`src/rtl/gpio_irq_pkg.sv`:
```
package gpio_irq_pkg;

   localparam int RD_W = 8;

   typedef enum logic {
      IRQ_LEVEL = 1'b0,
      IRQ_PULSE = 1'b1
   } irq_mode_e;

   typedef enum logic {
      SEL_PORT_A = 1'b0,
      SEL_PORT_B = 1'b1
   } port_sel_e;

endpackage

```
`src/rtl/gpio_edge_status.sv`:
```
module gpio_edge_status #(
   parameter int W = 8
) (
   input  logic         clk,
   input  logic         rst_n,
   input  logic [W-1:0] pins,
   input  logic         clr,
   input  logic [W-1:0] hide,
   output logic [W-1:0] edges,
   output logic [W-1:0] status
);

   generate
      if (W < 1) begin : g_bad_width
         $error("gpio_edge_status: W must be at least 1");
      end
   endgenerate

   logic         armed_q;
   logic [W-1:0] prev_q;

   always_ff @(posedge clk or negedge rst_n) begin
      if (!rst_n) begin
         armed_q <= 1'b0;
         prev_q  <= '0;
      end else begin
         armed_q <= 1'b1;
         prev_q  <= pins;
      end
   end

   // One flop per pin; a change in the clearing cycle survives the clear.
   genvar b;
   generate
      for (b = 0; b < W; b++) begin : g_bit
         assign edges[b] = armed_q & (pins[b] ^ prev_q[b]);

         always_ff @(posedge clk or negedge rst_n) begin
            if (!rst_n) begin
               status[b] <= 1'b0;
            end else begin
               status[b] <= ((status[b] & ~clr) | edges[b]) & ~hide[b];
            end
         end
      end
   endgenerate

   AST_EDGE_RECORDED: assert property (@(posedge clk) disable iff (!rst_n)
      (edges != '0) |=> ((status & $past(edges & ~hide)) == $past(edges & ~hide)));

   AST_CLEAR_ON_READ: assert property (@(posedge clk) disable iff (!rst_n)
      clr |=> ((status & ~$past(edges)) == '0));

   AST_HIDDEN_BIT_ZERO: assert property (@(posedge clk) disable iff (!rst_n)
      (hide != '0) |=> ((status & $past(hide)) == '0));

endmodule

```
`src/rtl/gpio_irq_gen.sv`:
```
module gpio_irq_gen
   import gpio_irq_pkg::*;
#(
   parameter int PULSE_LEN    = 4,
   parameter int PULSE_PERIOD = 256
) (
   input  logic      clk,
   input  logic      rst_n,
   input  logic      pending,
   input  logic      enable,
   input  irq_mode_e mode,
   input  logic      idle_high,
   output logic      pin
);

   localparam int CNT_W = (PULSE_PERIOD > 2) ? $clog2(PULSE_PERIOD) : 1;

   generate
      if (PULSE_LEN < 1 || PULSE_LEN >= PULSE_PERIOD) begin : g_bad_pulse
         $error("gpio_irq_gen: need 1 <= PULSE_LEN < PULSE_PERIOD");
      end
   endgenerate

   logic [CNT_W-1:0] phase_q;
   logic             active;

   // Phase runs only while pending; a fresh pending starts a pulse at once.
   always_ff @(posedge clk or negedge rst_n) begin
      if (!rst_n) begin
         phase_q <= '0;
      end else if (!pending) begin
         phase_q <= '0;
      end else if (phase_q == CNT_W'(PULSE_PERIOD - 1)) begin
         phase_q <= '0;
      end else begin
         phase_q <= phase_q + 1'b1;
      end
   end

   always_comb begin
      if (mode == IRQ_PULSE) begin
         active = pending && (phase_q < CNT_W'(PULSE_LEN));
      end else begin
         active = pending;
      end
   end

   assign pin = idle_high ^ (enable & active);

   AST_QUIET_WHEN_CLEAR: assert property (@(posedge clk) disable iff (!rst_n)
      !pending |-> (pin == idle_high));

   AST_LEVEL_HOLDS: assert property (@(posedge clk) disable iff (!rst_n)
      (enable && mode == IRQ_LEVEL && pending) |-> (pin != idle_high));

   AST_PULSE_HEAD: assert property (@(posedge clk) disable iff (!rst_n)
      (enable && mode == IRQ_PULSE && $rose(pending)) |-> (pin != idle_high));

endmodule

```
`src/rtl/gpio_irq_ctrl.sv`:
```
module gpio_irq_ctrl
   import gpio_irq_pkg::*;
#(
   parameter int PA_W         = 8,
   parameter int PB_W         = 7,
   parameter int PULSE_LEN    = 4,
   parameter int PULSE_PERIOD = 256
) (
   input  logic            clk,
   input  logic            rst_n,
   input  logic [PA_W-1:0] pa_pins,
   input  logic [PB_W-1:0] pb_pins,
   input  logic [PA_W-1:0] pa_irq_en,
   input  logic [PB_W-1:0] pb_irq_en,
   input  logic            share_irq,
   input  logic            share_on_b,
   input  logic            irq_pulse_mode,
   input  logic            irq_idle_high,
   input  logic            stat_rd,
   input  logic            stat_rd_sel,
   output logic [RD_W-1:0] stat_rdata,
   output logic            irq_level,
   output logic            pa_msb_is_irq,
   output logic            pb_msb_is_irq
);

   localparam logic [PA_W-1:0] PA_TOP = PA_W'(1) << (PA_W - 1);
   localparam logic [PB_W-1:0] PB_TOP = PB_W'(1) << (PB_W - 1);

   generate
      if (PA_W > RD_W || PB_W > RD_W) begin : g_bad_port
         $error("gpio_irq_ctrl: port widths must fit the read data");
      end
   endgenerate

   port_sel_e       sel;
   logic [PA_W-1:0] pa_hide, pa_edges, pa_status;
   logic [PB_W-1:0] pb_hide, pb_edges, pb_status;
   logic            pending;

   assign sel           = port_sel_e'(stat_rd_sel);
   assign pa_msb_is_irq = share_irq & ~share_on_b;
   assign pb_msb_is_irq = share_irq &  share_on_b;
   assign pa_hide       = pa_msb_is_irq ? PA_TOP : '0;
   assign pb_hide       = pb_msb_is_irq ? PB_TOP : '0;

   gpio_edge_status #(.W(PA_W)) u_port_a (
      .clk    (clk),
      .rst_n  (rst_n),
      .pins   (pa_pins),
      .clr    (stat_rd && sel == SEL_PORT_A),
      .hide   (pa_hide),
      .edges  (pa_edges),
      .status (pa_status)
   );

   gpio_edge_status #(.W(PB_W)) u_port_b (
      .clk    (clk),
      .rst_n  (rst_n),
      .pins   (pb_pins),
      .clr    (stat_rd && sel == SEL_PORT_B),
      .hide   (pb_hide),
      .edges  (pb_edges),
      .status (pb_status)
   );

   always_ff @(posedge clk or negedge rst_n) begin
      if (!rst_n) begin
         stat_rdata <= '0;
      end else if (stat_rd) begin
         if (sel == SEL_PORT_B) stat_rdata <= RD_W'(pb_status & ~pb_hide);
         else                   stat_rdata <= RD_W'(pa_status & ~pa_hide);
      end
   end

   assign pending = |(pa_status & pa_irq_en & ~pa_hide)
                  | |(pb_status & pb_irq_en & ~pb_hide);

   gpio_irq_gen #(
      .PULSE_LEN    (PULSE_LEN),
      .PULSE_PERIOD (PULSE_PERIOD)
   ) u_irq (
      .clk       (clk),
      .rst_n     (rst_n),
      .pending   (pending),
      .enable    (share_irq),
      .mode      (irq_mode_e'(irq_pulse_mode)),
      .idle_high (irq_idle_high),
      .pin       (irq_level)
   );

   AST_ROUTE_ONEHOT: assert property (@(posedge clk) disable iff (!rst_n)
      $onehot0({pa_msb_is_irq, pb_msb_is_irq}));

   AST_READ_HIDES_PIN: assert property (@(posedge clk) disable iff (!rst_n)
      (stat_rd && sel == SEL_PORT_A && pa_msb_is_irq) |=> !stat_rdata[PA_W-1]);

   AST_DISABLED_QUIET: assert property (@(posedge clk) disable iff (!rst_n)
      (pa_irq_en == '0 && pb_irq_en == '0) |-> (irq_level == irq_idle_high));

endmodule

```
`config.mk`:
```
export PLATFORM = sky130hd
export DESIGN_NAME = gpio_irq_ctrl
export DESIGN_NICKNAME = d
export VERILOG_FILES = /design/src/rtl/gpio_irq_pkg.sv /design/src/rtl/gpio_edge_status.sv /design/src/rtl/gpio_irq_gen.sv /design/src/rtl/gpio_irq_ctrl.sv
export SDC_FILE = /design/constraint.sdc
export NUM_CORES = 1
export LEC_CHECK = 0
export ABC_AREA = 1
export BUFFER_PORTS_ARGS = -buffer_cell sky130_fd_sc_hd__buf_2
export CORE_ASPECT_RATIO = 1.75
export CORE_UTILIZATION = 25
export CTS_BUF_LIST = sky130_fd_sc_hd__clkbuf_4 sky130_fd_sc_hd__clkbuf_8 sky130_fd_sc_hd__clkbuf_16
export DETAILED_ROUTE_END_ITERATION = 10
export PLACE_DENSITY = 0.42
export SYNTH_ARGS = -nofsm -noshare
export SYNTH_HDL_FRONTEND = slang
export SYNTH_SLANG_ARGS = --single-unit
```
`constraint.sdc`:
```
create_clock -name clk -period 2.1 [get_ports clk]
set_input_delay 0.21 -clock clk [delete_from_list [all_inputs] [get_ports clk]]
set_output_delay 0.21 -clock clk [all_outputs]
set_load 0.05 [all_outputs]
```
Word-level counts from Yosys, hierarchy flattened
Cells that the tools add are included.

cells by class
  reductions and logical operators = 5
  equal/unequal tests = 1
  magnitude comparators = 1
  mux-type cells = 6
  add/sub/neg operators = 1
  bitwise operators = 108

operators with widths
  kind                   count
  $and A1 B1 Y1          48
  $mux W8                4
  $and A8 B8 Y8          3
  $not A1 Y1             19
  $or A1 B1 Y1           16
  $xor A1 B1 Y1          16
  $and A7 B7 Y7          2
  $add A8 B1 Y8 const B  1
  $and A7 B8 Y8          1
  $eq A8 B8 Y1 const B   1
  $lt A8 B3 Y1 const B   1
  $not A7 Y8             1
  $not A8 Y8             1
  $reduce_or A8 Y1       1
  $mux W7                1
  $not A7 Y7             1
  $reduce_or A7 Y1       1
  $logic_and A1 B1 Y1    3
  $mux W1                1

storage, ports and cells
  word-level logic and storage cells = 142
  register bits = 47

Longest topological paths before layout
  word-level depth = 11
  gate-level depth with buffers = 9
  mapped depth without buffers = 9

Cells and area by module
Synthesis repeated with hierarchy kept, for this count alone.

second synthesis, totals
  cells, all modules = 291
  area, all modules = 2,259.7 um^2

modules (own cells, without submodules)
  module                       seq. area each (um^2)  area an instance (um^2)  cells an instance  times used
  gpio_edge_status (u_port_a)  425.4                  704.4                    84                 1
  gpio_edge_status (u_port_b)  375.4                  636.9                    73                 1
  gpio_irq_ctrl                200.2                  480.5                    76                 1
  gpio_irq_gen                 200.2                  437.9                    58                 1

Least setup slack after synthesis
Ideal clock, no wire load.

  path type = register -> output
  start = reg u_port_a.status[1]
  end = out irq_level
  data required time = 1,890 ps
  setup slack = 690 ps
  cell stages (with the launch flop) = 10
  buffers on the path = 0
  arrival = 1,200 ps
  path through = dfrtp_1 nand2_1 nand2_1 nor2_1 nand2_1 nor2_1 nand2_2 nand2_1 nand2_1 nand2_1

between the ends
  cells in the longest elaborated chain, start to end = 8

RTL lines
  item                              RTL line                text
  start: declaration                gpio_edge_status.sv:10  output logic [W-1:0] status
  start signal: indexed assignment  gpio_edge_status.sv:42  status[b] <= ((status[b] & ~clr) | edges[b]) & ~hide[b];
  $and A8 B8 Y8 * (2 in a row)      gpio_irq_ctrl.sv:76     assign pending = |(pa_status & pa_irq_en & ~pa_hide)
  $reduce_or A8 Y1 *                gpio_irq_ctrl.sv:76
  $or A1 B1 Y1 *                    gpio_irq_ctrl.sv:77     | |(pb_status & pb_irq_en & ~pb_hide);
  $logic_and A1 B1 Y1               gpio_irq_gen.sv:42      active = pending && (phase_q < CNT_W'(PULSE_LEN));
  $mux W1 *                         gpio_irq_gen.sv:41      if (mode == IRQ_PULSE) begin
  $and A1 B1 Y1 *                   gpio_irq_gen.sv:48      assign pin = idle_high ^ (enable & active);
  $xor A1 B1 Y1 *                   gpio_irq_gen.sv:48
  end: declaration                  gpio_irq_ctrl.sv:22     output logic irq_level,

Every way passes the cells marked *; elsewhere a longest branch is shown, timed or not.

Worst setup path in the final report
  start = reg u_port_a.status[0]
  end = out irq_level

Same word-level chain as after synthesis.

==> run_results.csv <==
group,metric,value,unit
floorplan,start_util,0.260,
timing,tns,0,ns
routing,drc,0,
worst_setup_path,crit_fanout,4,
clock_tree,post-cts-setup-buffers,0,
routing,vias,1491,
worst_setup_path,cp_top_family,"simple AND/OR/NAND/NOR gates",
worst_setup_path,crit_required,1.89,ns
global_route,first_global_vias,1582,
clock_tree,root_buffer,"clkbuf_16",
logic_synthesis,synth_edf_count,0,
clock_tree,htree_levels,2,
timing,max_slew_margin,0.596,
global_route,grt_overflow_total,0,
logic_synthesis,synth_cell_type_count,26,
power_and_ir_drop,peakVddDrop,0.000479,V
routing,drt_wl_total,4.89,mm
clock_tree,clk_pin_slew,0.06,ns
min_path,hold_class,"in -> async",
status,status,"finished, final reports clean",
floorplan,io_pins,49,
floorplan,die_area,8250,um2
timing,worst_slew_pin_slew,0.606,ns
timing,hold_viol,0,
global_route,grt_max_degree,48,
logic_synthesis,yosys_warnings,0,
routing,drtAntennaViolNets,0,
worst_setup_path,slowest_stage,"dfrtp_1",
logic_synthesis,syn_area_per_cell,10.3,um2
layout,synthToLayoutAreaGrowth,26.1,%
worst_setup_path,criticalPathCategory,"reg -> out",
logic_synthesis,ys_seq_elements,47,
logic_synthesis,syn_nets,231,
worst_setup_path,cp-start-kind,"register",
power_and_ir_drop,p_leak,1.24,nW
logic_synthesis,syn_inst,192,
worst_setup_path,crit_arrival,1.66,ns
timing,fmax,0.535,GHz
clock_tree,clock_latency,0.29,ns
placement,placed_area,2320,um2
power_and_ir_drop,power.density,1070,nW/um2
routing,dr.pass1.iters,4,
logic_synthesis,synth_commonest_cells,"dfrtp_1 (47), nand2_1 (40), inv_1 (25), xnor2_1 (15), o22ai_1 (12)",
timing,fin_skew,0.00234,ns
worst_setup_path,worstSetupEndpointType,"output pin",
timing,rsz0062_at_grt,"no",
layout,fillers,841,
clock_tree,ctsResizeCount,0,
worst_setup_path,crit_buf_inv,1,
global_route,grt_pass1_wl,8.01,mm
floorplan,die_width,69.1,um
layout,diodes,0,
routing,viasPerCell,4.44,
clock_tree,clock-sinks,47,
worst_setup_path,cp_slowest_stage_delay,0.38,ns
layout,nNetsFinal,286,
logic_synthesis,synth-main-ff-cell,"dfrtp_1",
layout,drive_gt1_frac,0.282,
placement,dp.final_hpwl,3.66,mm
worst_setup_path,cp_cell_sequence,"nand2_1 > nand2_1 > nor2_1 > nand2_1 > nor2_1 > nand2_2 > nand2_1 > nand2_1 > nand2_1 > buf_2",
clock_tree,cts_tree,"yes",
floorplan,die_h,119,um
logic_synthesis,syn_area,1970,um2
logic_synthesis,yosysTopAreaCellShare,0.598,
logic_synthesis,synth-async-reset-ratio,1.00,
routing,drt_iter0_drc,67,
floorplan,core,7570,um2
logic_synthesis,synth_area_leader_cell,"dfrtp_1",
timing,finalSetupViolations,0,
logic_synthesis,yosysSeqAreaShare,0.598,
clock_tree,cts_buffer_depth,2,
routing,wl_per_cell,14.5,um
placement,place_ws,0.523,ns
clock_tree,hold_buffers,0,
timing,setup_ws,0.232,ns
global_route,antenna_found_initial,0,
placement,place_congestion,0.797,
floorplan,placementRows,42,
worst_setup_path,path_common_cell,"nand2_1",
logic_synthesis,synthTopCellsByArea,"dfrtp_1 (60%), nand2_1 (7.6%), xnor2_1 (6.7%), inv_1 (4.8%), o22ai_1 (3.8%)",
timing,period_share,0.890,
logic_synthesis,yosysMostFrequentCell,"dfrtp_1",
placement,numPortBuffers,48,
timing,slew_viol_final,0,
layout,final_cell_area,2480,um2
clock_tree,cts_buffers,5,
timing,period_needed,1.87,ns
global_route,gr-usage-all-layers,0.131,
flow_run,max-cap-violations,0,
-- cell usage in the layout, fill, tap and decap left out, drive strengths merged --
cell type,instances
a21oi,2
a32o,1
buf,49
clkbuf,8
conb,1
dfrtp,47
ha,1
inv,29
nand2,42
nand3,8
nand4,3
nor2,14
nor3,1
o211ai,1
o21ai,2
o221ai,6
o22ai,12
o32ai,2
or2,1
xnor2,15
xor2,3
-- per-stage QoR --
stage	std cells	hold slack, ns	total power, mW	util
6_report	336	0.0130	2.65	0.328
4_1_cts	336	0.0461	2.70	0.328
3_3_place_gp	328	0.345	1.82	0.307
5_1_grt	336	0.0412	2.81	0.328
3_5_place_dp	328	0.348	1.83	0.307
2_1_floorplan	192	-0.0856	1.62	-
-- layout make-up --
cell class / instances / area [um2] / area share
repair buffers: 49 / 248 / 0.0998
clock buffers: 8 / 160 / 0.0645
flip-flops and latches: 47 / 1180 / 0.474
multi-input cells: 115 / 678 / 0.273
well taps: 88 / 110 / 0.0444
inverters: 29 / 109 / 0.0439
-- cells by family (layout without fill, tap and decap cells) --
family	Yosys count	in the layout	share of synthesized area
AO/OA/AOI/OAI	26	26	0.0928
XOR/XNOR	18	18	0.0801
adder cells (fa/ha/maj)	1	1	0.00636
buffers and inverters	30	86	0.0578
flip-flops	47	47	0.598
other	1	1	0.00191
AND/OR/NAND/NOR	69	69	0.163
-- per-layer routing --
metal,wire [um],share of wire,track usage,vias to the layer above
met3,206,0.042,0.0347,6
met4,93,0.019,0.0536,0
met1,1930,0.40,0.147,717
li1,-,-,-,729
met2,2650,0.54,0.232,39
met5,0,0,0,-
-- final timing paths --
| path | cells after the start | endpoint | slack (ns) | start |
|---|---|---|---|---|
| max | 10 | irq_level | 0.23 | u_port_a.status[0] |
| min | 2 | u_port_a.prev_q[7] | 0.01 | rst_n |
| max reg2reg | 8 | u_irq.phase_q[6] | 0.80 | u_port_a.status[0] |
| min reg2reg | 1 | u_irq.phase_q[0] | 0.48 | u_irq.phase_q[0] |
| max in group asynchronous | 2 | u_port_b.status[6] | 1.67 | rst_n |
| min in group clk | 1 | u_port_a.prev_q[0] | 0.05 | pa_pins[0] |
-- flip-flops by register name (all words and copies together), names as in the netlist --
name	flops
u_port_b.armed_q	1
stat_rdata	8
u_irq.phase_q	8
u_port_b.status	7
u_port_b.prev_q	7
u_port_a.prev_q	8
u_port_a.status	8
-- power breakdown --
group          internal, mW  total (mW)  leakage (nW)  switching [mW]
logic                 0.230       0.616         0.613           0.385
clock network         0.520       0.847        0.0806           0.327
registers              1.06        1.18         0.551           0.125
(Power assumes the default switching activity.)
